## src/rtl/kbd_glue_pkg.sv

```systemverilog
package kbd_glue_pkg;

    localparam int ROW_FIELD_W = 4;
    localparam int NUM_DRIVES  = 2;
    localparam int PORT_W      = 8;

    // status port bit positions
    localparam int ST_BUSY_BIT = 4;
    localparam int ST_MFB_BIT  = 5;
    localparam int ST_WP_BIT   = 7;

    typedef struct packed {
        logic                   strobe;   // bit 7
        logic                   spare;    // bit 6
        logic                   drv1;     // bit 5
        logic                   drv0;     // bit 4
        logic [ROW_FIELD_W-1:0] row;      // bits 3:0
    } ctrl_t;

    // drive 1 wins when both bits are set
    function automatic logic [NUM_DRIVES-1:0] pick_drive(input ctrl_t c);
        logic [NUM_DRIVES-1:0] s;
        s = '0;
        if (c.drv1)      s[1] = 1'b1;
        else if (c.drv0) s[0] = 1'b1;
        return s;
    endfunction

endpackage

```

## src/rtl/glue_ctrl_reg.sv

```systemverilog
module glue_ctrl_reg
    import kbd_glue_pkg::*;
(
    input  logic              clk,
    input  logic              rst,
    input  logic              we,
    input  logic [PORT_W-1:0] wdata,
    output ctrl_t             q
);
    always_ff @(posedge clk) begin
        if (rst)     q <= '0;
        else if (we) q <= ctrl_t'(wdata);
    end
endmodule

```

## src/rtl/glue_row_mux.sv

```systemverilog
module glue_row_mux #(
    parameter int NUM_ROWS = 10,
    parameter int COLS     = 8,
    parameter int IDX_W    = 4
) (
    input  logic [NUM_ROWS*COLS-1:0] rows,
    input  logic [IDX_W-1:0]         idx,
    output logic [COLS-1:0]          cols
);
    always_comb begin
        cols = '1;
        for (int i = 0; i < NUM_ROWS; i++) begin
            if (idx == IDX_W'(i)) cols = rows[i*COLS +: COLS];
        end
    end
endmodule

```

## src/rtl/glue_status.sv

```systemverilog
module glue_status
    import kbd_glue_pkg::*;
(
    input  logic                  busy,
    input  logic                  motor_on,
    input  logic [NUM_DRIVES-1:0] wprot,
    input  logic [NUM_DRIVES-1:0] sel,
    output logic [PORT_W-1:0]     status,
    output logic [NUM_DRIVES-1:0] motor
);
    always_comb begin
        status              = '0;
        status[ST_BUSY_BIT] = busy;
        status[ST_MFB_BIT]  = ~motor_on;
        status[ST_WP_BIT]   = |(wprot & sel);
    end

    genvar d;
    generate
        for (d = 0; d < NUM_DRIVES; d++) begin : g_motor
            assign motor[d] = sel[d] & motor_on;
        end
    endgenerate
endmodule

```

## src/rtl/glue_irq.sv

```systemverilog
module glue_irq (
    input  logic clk,
    input  logic rst,
    input  logic drq,
    input  logic halt,
    input  logic intrq,
    output logic nmi,
    output logic irq
);
    always_ff @(posedge clk) begin
        if (rst) begin
            nmi <= 1'b0;
            irq <= 1'b0;
        end else begin
            nmi <= drq & (nmi | halt);
            irq <= intrq;
        end
    end
endmodule

```

## src/rtl/kbd_drive_glue.sv

```systemverilog
module kbd_drive_glue
    import kbd_glue_pkg::*;
#(
    parameter int NUM_ROWS = 10,
    parameter int KEY_COLS = 8
) (
    input  logic                         clk,
    input  logic                         rst,
    input  logic                         pa_we,
    input  logic [7:0]                   pa_wdata,
    input  logic [NUM_ROWS*KEY_COLS-1:0] key_rows,
    input  logic                         prn_busy,
    input  logic                         motor_on,
    input  logic [1:0]                   drv_wprot,
    input  logic                         fdc_drq,
    input  logic                         fdc_intrq,
    input  logic                         cpu_halt,
    output logic [KEY_COLS-1:0]          pb_data,
    output logic [7:0]                   pc_data,
    output logic [1:0]                   drv_sel,
    output logic [1:0]                   drv_motor,
    output logic                         prn_strobe,
    output logic                         nmi,
    output logic                         irq
);
    localparam int ROW_IDX_W = ROW_FIELD_W;

    ctrl_t pa_q;
    logic  unused_spare;

    glue_ctrl_reg u_reg (
        .clk   (clk),
        .rst   (rst),
        .we    (pa_we),
        .wdata (pa_wdata),
        .q     (pa_q)
    );

    assign unused_spare = pa_q.spare;
    assign drv_sel      = pick_drive(pa_q);
    assign prn_strobe   = pa_q.strobe;

    glue_row_mux #(
        .NUM_ROWS (NUM_ROWS),
        .COLS     (KEY_COLS),
        .IDX_W    (ROW_IDX_W)
    ) u_rows (
        .rows (key_rows),
        .idx  (pa_q.row),
        .cols (pb_data)
    );

    glue_status u_stat (
        .busy     (prn_busy),
        .motor_on (motor_on),
        .wprot    (drv_wprot),
        .sel      (drv_sel),
        .status   (pc_data),
        .motor    (drv_motor)
    );

    glue_irq u_irq (
        .clk   (clk),
        .rst   (rst),
        .drq   (fdc_drq),
        .halt  (cpu_halt),
        .intrq (fdc_intrq),
        .nmi   (nmi),
        .irq   (irq)
    );
endmodule

```

## config.mk

```make
export PLATFORM = sky130hd
export DESIGN_NAME = kbd_drive_glue
export DESIGN_NICKNAME = d
export VERILOG_FILES = /design/src/rtl/kbd_glue_pkg.sv /design/src/rtl/glue_ctrl_reg.sv /design/src/rtl/glue_row_mux.sv /design/src/rtl/glue_status.sv /design/src/rtl/glue_irq.sv /design/src/rtl/kbd_drive_glue.sv
export SDC_FILE = /design/constraint.sdc
export NUM_CORES = 1
export LEC_CHECK = 0
export BUFFER_PORTS_ARGS = -buffer_cell sky130_fd_sc_hd__buf_2
export CORE_UTILIZATION = 34
export CTS_CLUSTER_SIZE = 16
export DETAILED_ROUTE_END_ITERATION = 10
export GPL_TIMING_DRIVEN = 0
export PLACE_DENSITY = 0.89
export SYNTH_ARGS = -nofsm -noshare
export SYNTH_HDL_FRONTEND = slang
export SYNTH_SLANG_ARGS = --single-unit
```

## constraint.sdc

```tcl
create_clock -name clk -period 1.4 [get_ports clk]
set_clock_uncertainty 0.15 [all_clocks]
set_input_delay 0 -clock clk [delete_from_list [all_inputs] [get_ports clk]]
set_output_delay 0 -clock clk [all_outputs]
set_load 0.01 [all_outputs]
```

After elaboration in Yosys (flattened, before gate mapping)
Cells that the tools add are included.
- multiplexer cells: 13
- reductions and logical operators: 2
- bitwise logic cells: 6
- equal/unequal tests: 9
- operator list (kind ; number):
    two-way mux 8 bit ; 10
    equality test 4 x 3 -> 1 bit, second input constant ; 4
    equality test 4 x 2 -> 1 bit, second input constant ; 2
    equality test 4 bit, second input constant ; 2
    equality test 4 x 1 -> 1 bit, second input constant ; 1
    logical NOT 4 bit ; 1
    AND 1 bit ; 3
    two-way mux 1 bit ; 3
    AND 2 bit ; 1
    OR reduction 2 bit ; 1
    NOT 1 bit ; 1
    OR 1 bit ; 1
- input port bits: 98
- output and inout bits: 23
- flip-flop bits (word level): 9

Longest topological paths before layout
- depth after elaboration: 11
- gate-level depth with buffers: 6
- depth with buffers taken out: 4

Cells and area by module
Synthesis repeated with hierarchy kept, for this count alone.
- cells, all modules: 168
- area, all modules: 1335.0 µm²
- modules (own cells, without submodules) (module ; instances ; area each (µm²) ; cells each ; seq. area each (µm²)):
    glue_row_mux ; 1 ; 899.6 ; 125 ; 0.0
    glue_ctrl_reg ; 1 ; 285.3 ; 26 ; 160.2
    glue_status ; 1 ; 73.8 ; 11 ; 0.0
    glue_irq ; 1 ; 62.6 ; 5 ; 40.0
    kbd_drive_glue ; 1 ; 13.8 ; 1 ; 0.0

Worst setup path after synthesis
OpenSTA, ideal clock, no wires.
- path kind: reg2out
- start point: register u_reg.q[0] (netlist name)
- end point: output port pb_data[1]
- path buffers: 1
- data required time: 1.250 ns
- stages on the path, launching flop included: 5
- arrival time: 1.377 ns
- path slack: -0.127 ns
- cell sequence: dfxtp_1 -> buf_6 -> mux4_2 -> o211ai_2 -> nand3_1
- word-level cells in the longest chain between the ends: 11
- elaborated cells on any way between the ends: 20
- those cells by class: eq/ne: 9; mux: 10; reduce/logical: 1
- RTL lines (item ; RTL line ; text):
    start: declaration ; glue_ctrl_reg.sv:8 ; output ctrl_t q
    start signal: assignment ; glue_ctrl_reg.sv:12 ; else if (we) q <= ctrl_t'(wdata);
    logical NOT 4 bit ; glue_row_mux.sv:13 ; if (idx == IDX_W'(i)) cols = rows[i*COLS +: COLS];
    two-way mux 8 bit (9 in a row) ; glue_row_mux.sv:13 ;
    two-way mux 8 bit (*) ; glue_row_mux.sv:13 ;
    end: declaration ; kbd_drive_glue.sv:18 ; output logic [KEY_COLS-1:0] pb_data,
Mark *: on every way between the ends. The rest lies on a longest branch, timed or not.

Worst setup path in the final report
- start point: register u_reg.q[3] (netlist name)
- end point: output port pb_data[5]
Same word-level chain as after synthesis.

==> flow_summary_export.csv <==
group,metric,value,unit
yosys,synth_edf_count,0,
placement,portBuffers,111,
placement,dp.final_hpwl,3720,µm
global_route,grt-ovfl-total,0,
clocking,cts_buffers,3,
power,max-vdd-ir-drop,521,µV
timing,slew_viol_final,0,
timing,fmax,0.543,GHz
final_layout,layoutNonFillerInstCount,352,
setup_path,cp.depth,6,
setup_path,crit_required,1.25,ns
global_route,grt_pass1_wl,8020,µm
clocking,cts_buffer_depth,2,
clocking,cts_tree,"built",
setup_path,start_kind,"flop",
floorplanning,row_count,22,
yosys,synth_flop_cell,"dfxtp_1",
hold_path,hold_path_class,"in2out",
clocking,clkTransAtPathRegs,0.05,ns
clocking,insertion_delay,0.23,ns
floorplanning,die-width,64.0,µm
setup_path,r2r_start,"u_irq.nmi$_SDFF_PP0_",
timing,finalSetupViolCount,8,
routing,drcViolationCount,0,
floorplanning,fp.coreArea,3660,µm²
global_route,grt_pass1_vias,1853,
setup_path,reg2reg_to,"u_irq.nmi$_SDFF_PP0_",
setup_path,reg2reg_depth,3,
setup_path,crit_start,"u_reg.q[3]$_SDFFE_PP0P_",
timing,setup_ws,-0.441,ns
setup_path,cp-end-kind,"output pin",
routing,wl_per_cell,14.5,µm
setup_path,cp.arrival,1.69,ns
routing,totalWireLength,5110,µm
global_route,antenna_found_initial,0,
yosys,ys_ff_latch,9,
clocking,clock-sinks,9,
final_layout,antenna_cells,0,
floorplanning,die_h,64.0,µm
routing,vias_per_cell,5.27,
timing,rsz0062_at_grt,"true",
yosys,synth_cell_types,49,
setup_path,path_buf_inv,2,
final_layout,nNetsFinal,403,
placement,dp.cells,324,
final_layout,nFillCells,337,
setup_path,crit_type,"reg2out",
global_route,grtUsageTotal,25.0,%
routing,first_pass_iters,4,
timing,final.setup.tns,-3.17,ns
timing,hold_viol,0,
setup_path,rrSetupSlack,0.10,ns
yosys,ys_seq_area_share,13.8,%
yosys,synthArstFlopShare,0,%
global_route,grt_start_max_net_pins,11,
setup_path,slowest_delay,0.40,ns
flow_run,cap_violations,0,
yosys,synth_cells,161,
timing,post-route-period-util,131,%
floorplanning,io_pins,121,
timing,period_minus_slack,1.84,ns
final_layout,final_layout_size_suffix_gt1_share,57.6,%
power,p_leak,0.00115,µW
setup_path,crit_fanout,10,
placement,place_congestion,0.799,
clocking,htreeDepth,1,
floorplanning,dieArea,4100,µm²
floorplanning,initial_core_util,35.7,%
final_layout,syn2layout_area_growth,78.0,%
routing,antenna_left,0,
routing,num_vias,1854,
yosys,synth_warnings,0,
yosys,synth.avg_cell_area,8.12,µm²
setup_path,crit_path_end,"pb_data[5]",
status,outcome,"complete, but fails checks",
status,violations,"negative setup slack",
power,powerDensity,556,nW/µm²
setup_path,crit_chain,"or3b_4 > buf_6 > o32ai_2 > a21oi_1 > o22a_1 > buf_2",
timing,hold_ws,0.0351,ns
routing,drt_iter0_markers,96,
clocking,cts.root.buffer_cell,"clkbuf_8",
yosys,netlist_area,1310,µm²
setup_path,critPathTopFamily,"simple AND/OR/NAND/NOR gates",
setup_path,crit_slowest_cell,"or3b_4",
logic make-up after synthesis:
group / Yosys count / synth area share (%)
AO/OA/AOI/OAI: 56 / 32.2
flip-flops: 9 / 13.8
buffers and inverters: 27 / 13.4
other: 1 / 0.287
multiplexers: 26 / 22.2
AND/OR/NAND/NOR: 42 / 18.1
how the worst min path moves through the flow:
stage                   from    endpoint  slack [ns]  depth (start not counted)
floorplan           motor_on  pc_data[5]       -0.11                          1
global placement    prn_busy  pc_data[4]        0.03                          2
detailed placement  prn_busy  pc_data[4]        0.04                          2
CTS                 prn_busy  pc_data[4]        0.04                          2
global route        prn_busy  pc_data[4]        0.04                          2
finish              prn_busy  pc_data[4]        0.04                          2
what timing repair did:
action                                 4_1_cts  5_1_grt
resized for setup                           20        6
pin swaps                                    5        4
gates cloned                                 1        1
setup endpoints to repair                    9        8
hold buffers                                13        0
endpoints found under the hold margin        9        0
setup buffers                                7        3
metrics by stage:
step / total power [µW] / setup WS (ns) / cell area [µm²] / utilization, %
after floorplan: 642 / -0.00360 / 1340 / -
after global placement: 872 / -0.294 / 1950 / 53.3
after detailed placement: 884 / -0.332 / 1950 / 53.3
after CTS: 1260 / -0.452 / 2250 / 61.5
after global routing: 1380 / -0.503 / 2330 / 63.6
final: 1290 / -0.441 / 2330 / 63.6
per-layer routing:
metal | up-vias | track usage, % | part of all wire (%)
li1 | 892 | - | -
met1 | 857 | 27.7 | 39
met2 | 97 | 47.9 | 52
met3 | 8 | 3.21 | 7.4
met4 | 0 | 8.52 | 1.3
met5 | - | 0 | 0
cell usage after synthesis (all sizes together) (3+ instances only):
cell type / instances / area share [%]
nor3: 4 / 1.5
mux2: 4 / 3.4
clkbuf: 4 / 1.1
buf: 18 / 11
dfxtp: 9 / 14
and2: 3 / 1.4
a221oi: 3 / 3.0
o21ai: 4 / 1.5
nand2b: 3 / 2.0
o32ai: 3 / 2.0
mux2i: 20 / 15
nand2: 3 / 0.86
a21oi: 11 / 4.2
nor2b: 4 / 1.9
inv: 4 / 1.1
nor2: 15 / 4.3
a22oi: 3 / 1.7
o22ai: 5 / 2.4
nand3: 3 / 1.1
a2bb2oi: 3 / 2.0
state kept, by name (all words and copies together), names as in the netlist:
name	cells
u_irq.irq	1
u_reg.q	7
u_irq.nmi	1
cell type report:
type | instances | area [µm²] | area share (%)
tap | 48 | 60.1 | 2.58
buffer | 21 | 179 | 7.69
timing repair buffer | 136 | 801 | 34.4
clock buffer | 4 | 45.0 | 1.94
multi-input combinational | 129 | 1030 | 44.4
sequential | 9 | 190 | 8.17
inverter | 5 | 20.0 | 0.860
placed cells by master (no fill, tap or decap), drive strengths merged, types with 3 or more instances in the layout:
cell | synthesis | layout
a21oi | 11 | 11
a221oi | 3 | 3
a22oi | 3 | 3
a2bb2oi | 3 | 3
and2 | 3 | 3
buf | 18 | 140
clkbuf | 4 | 8
conb | 1 | 5
dfxtp | 9 | 9
dlygate4sd3 | 0 | 13
inv | 4 | 4
mux2 | 4 | 4
mux2i | 20 | 20
nand2 | 3 | 3
nand2b | 3 | 3
nand3 | 3 | 3
nor2 | 15 | 15
nor2b | 4 | 4
nor3 | 4 | 4
o21ai | 4 | 4
o22ai | 5 | 5
o32ai | 3 | 3
power by group:
group | switching (µW) | internal, µW | total, µW
sequential | 14.1 | 272 | 286
clock | 106 | 199 | 305
combinational | 313 | 391 | 704
Power figures use the tool's default switching activity.
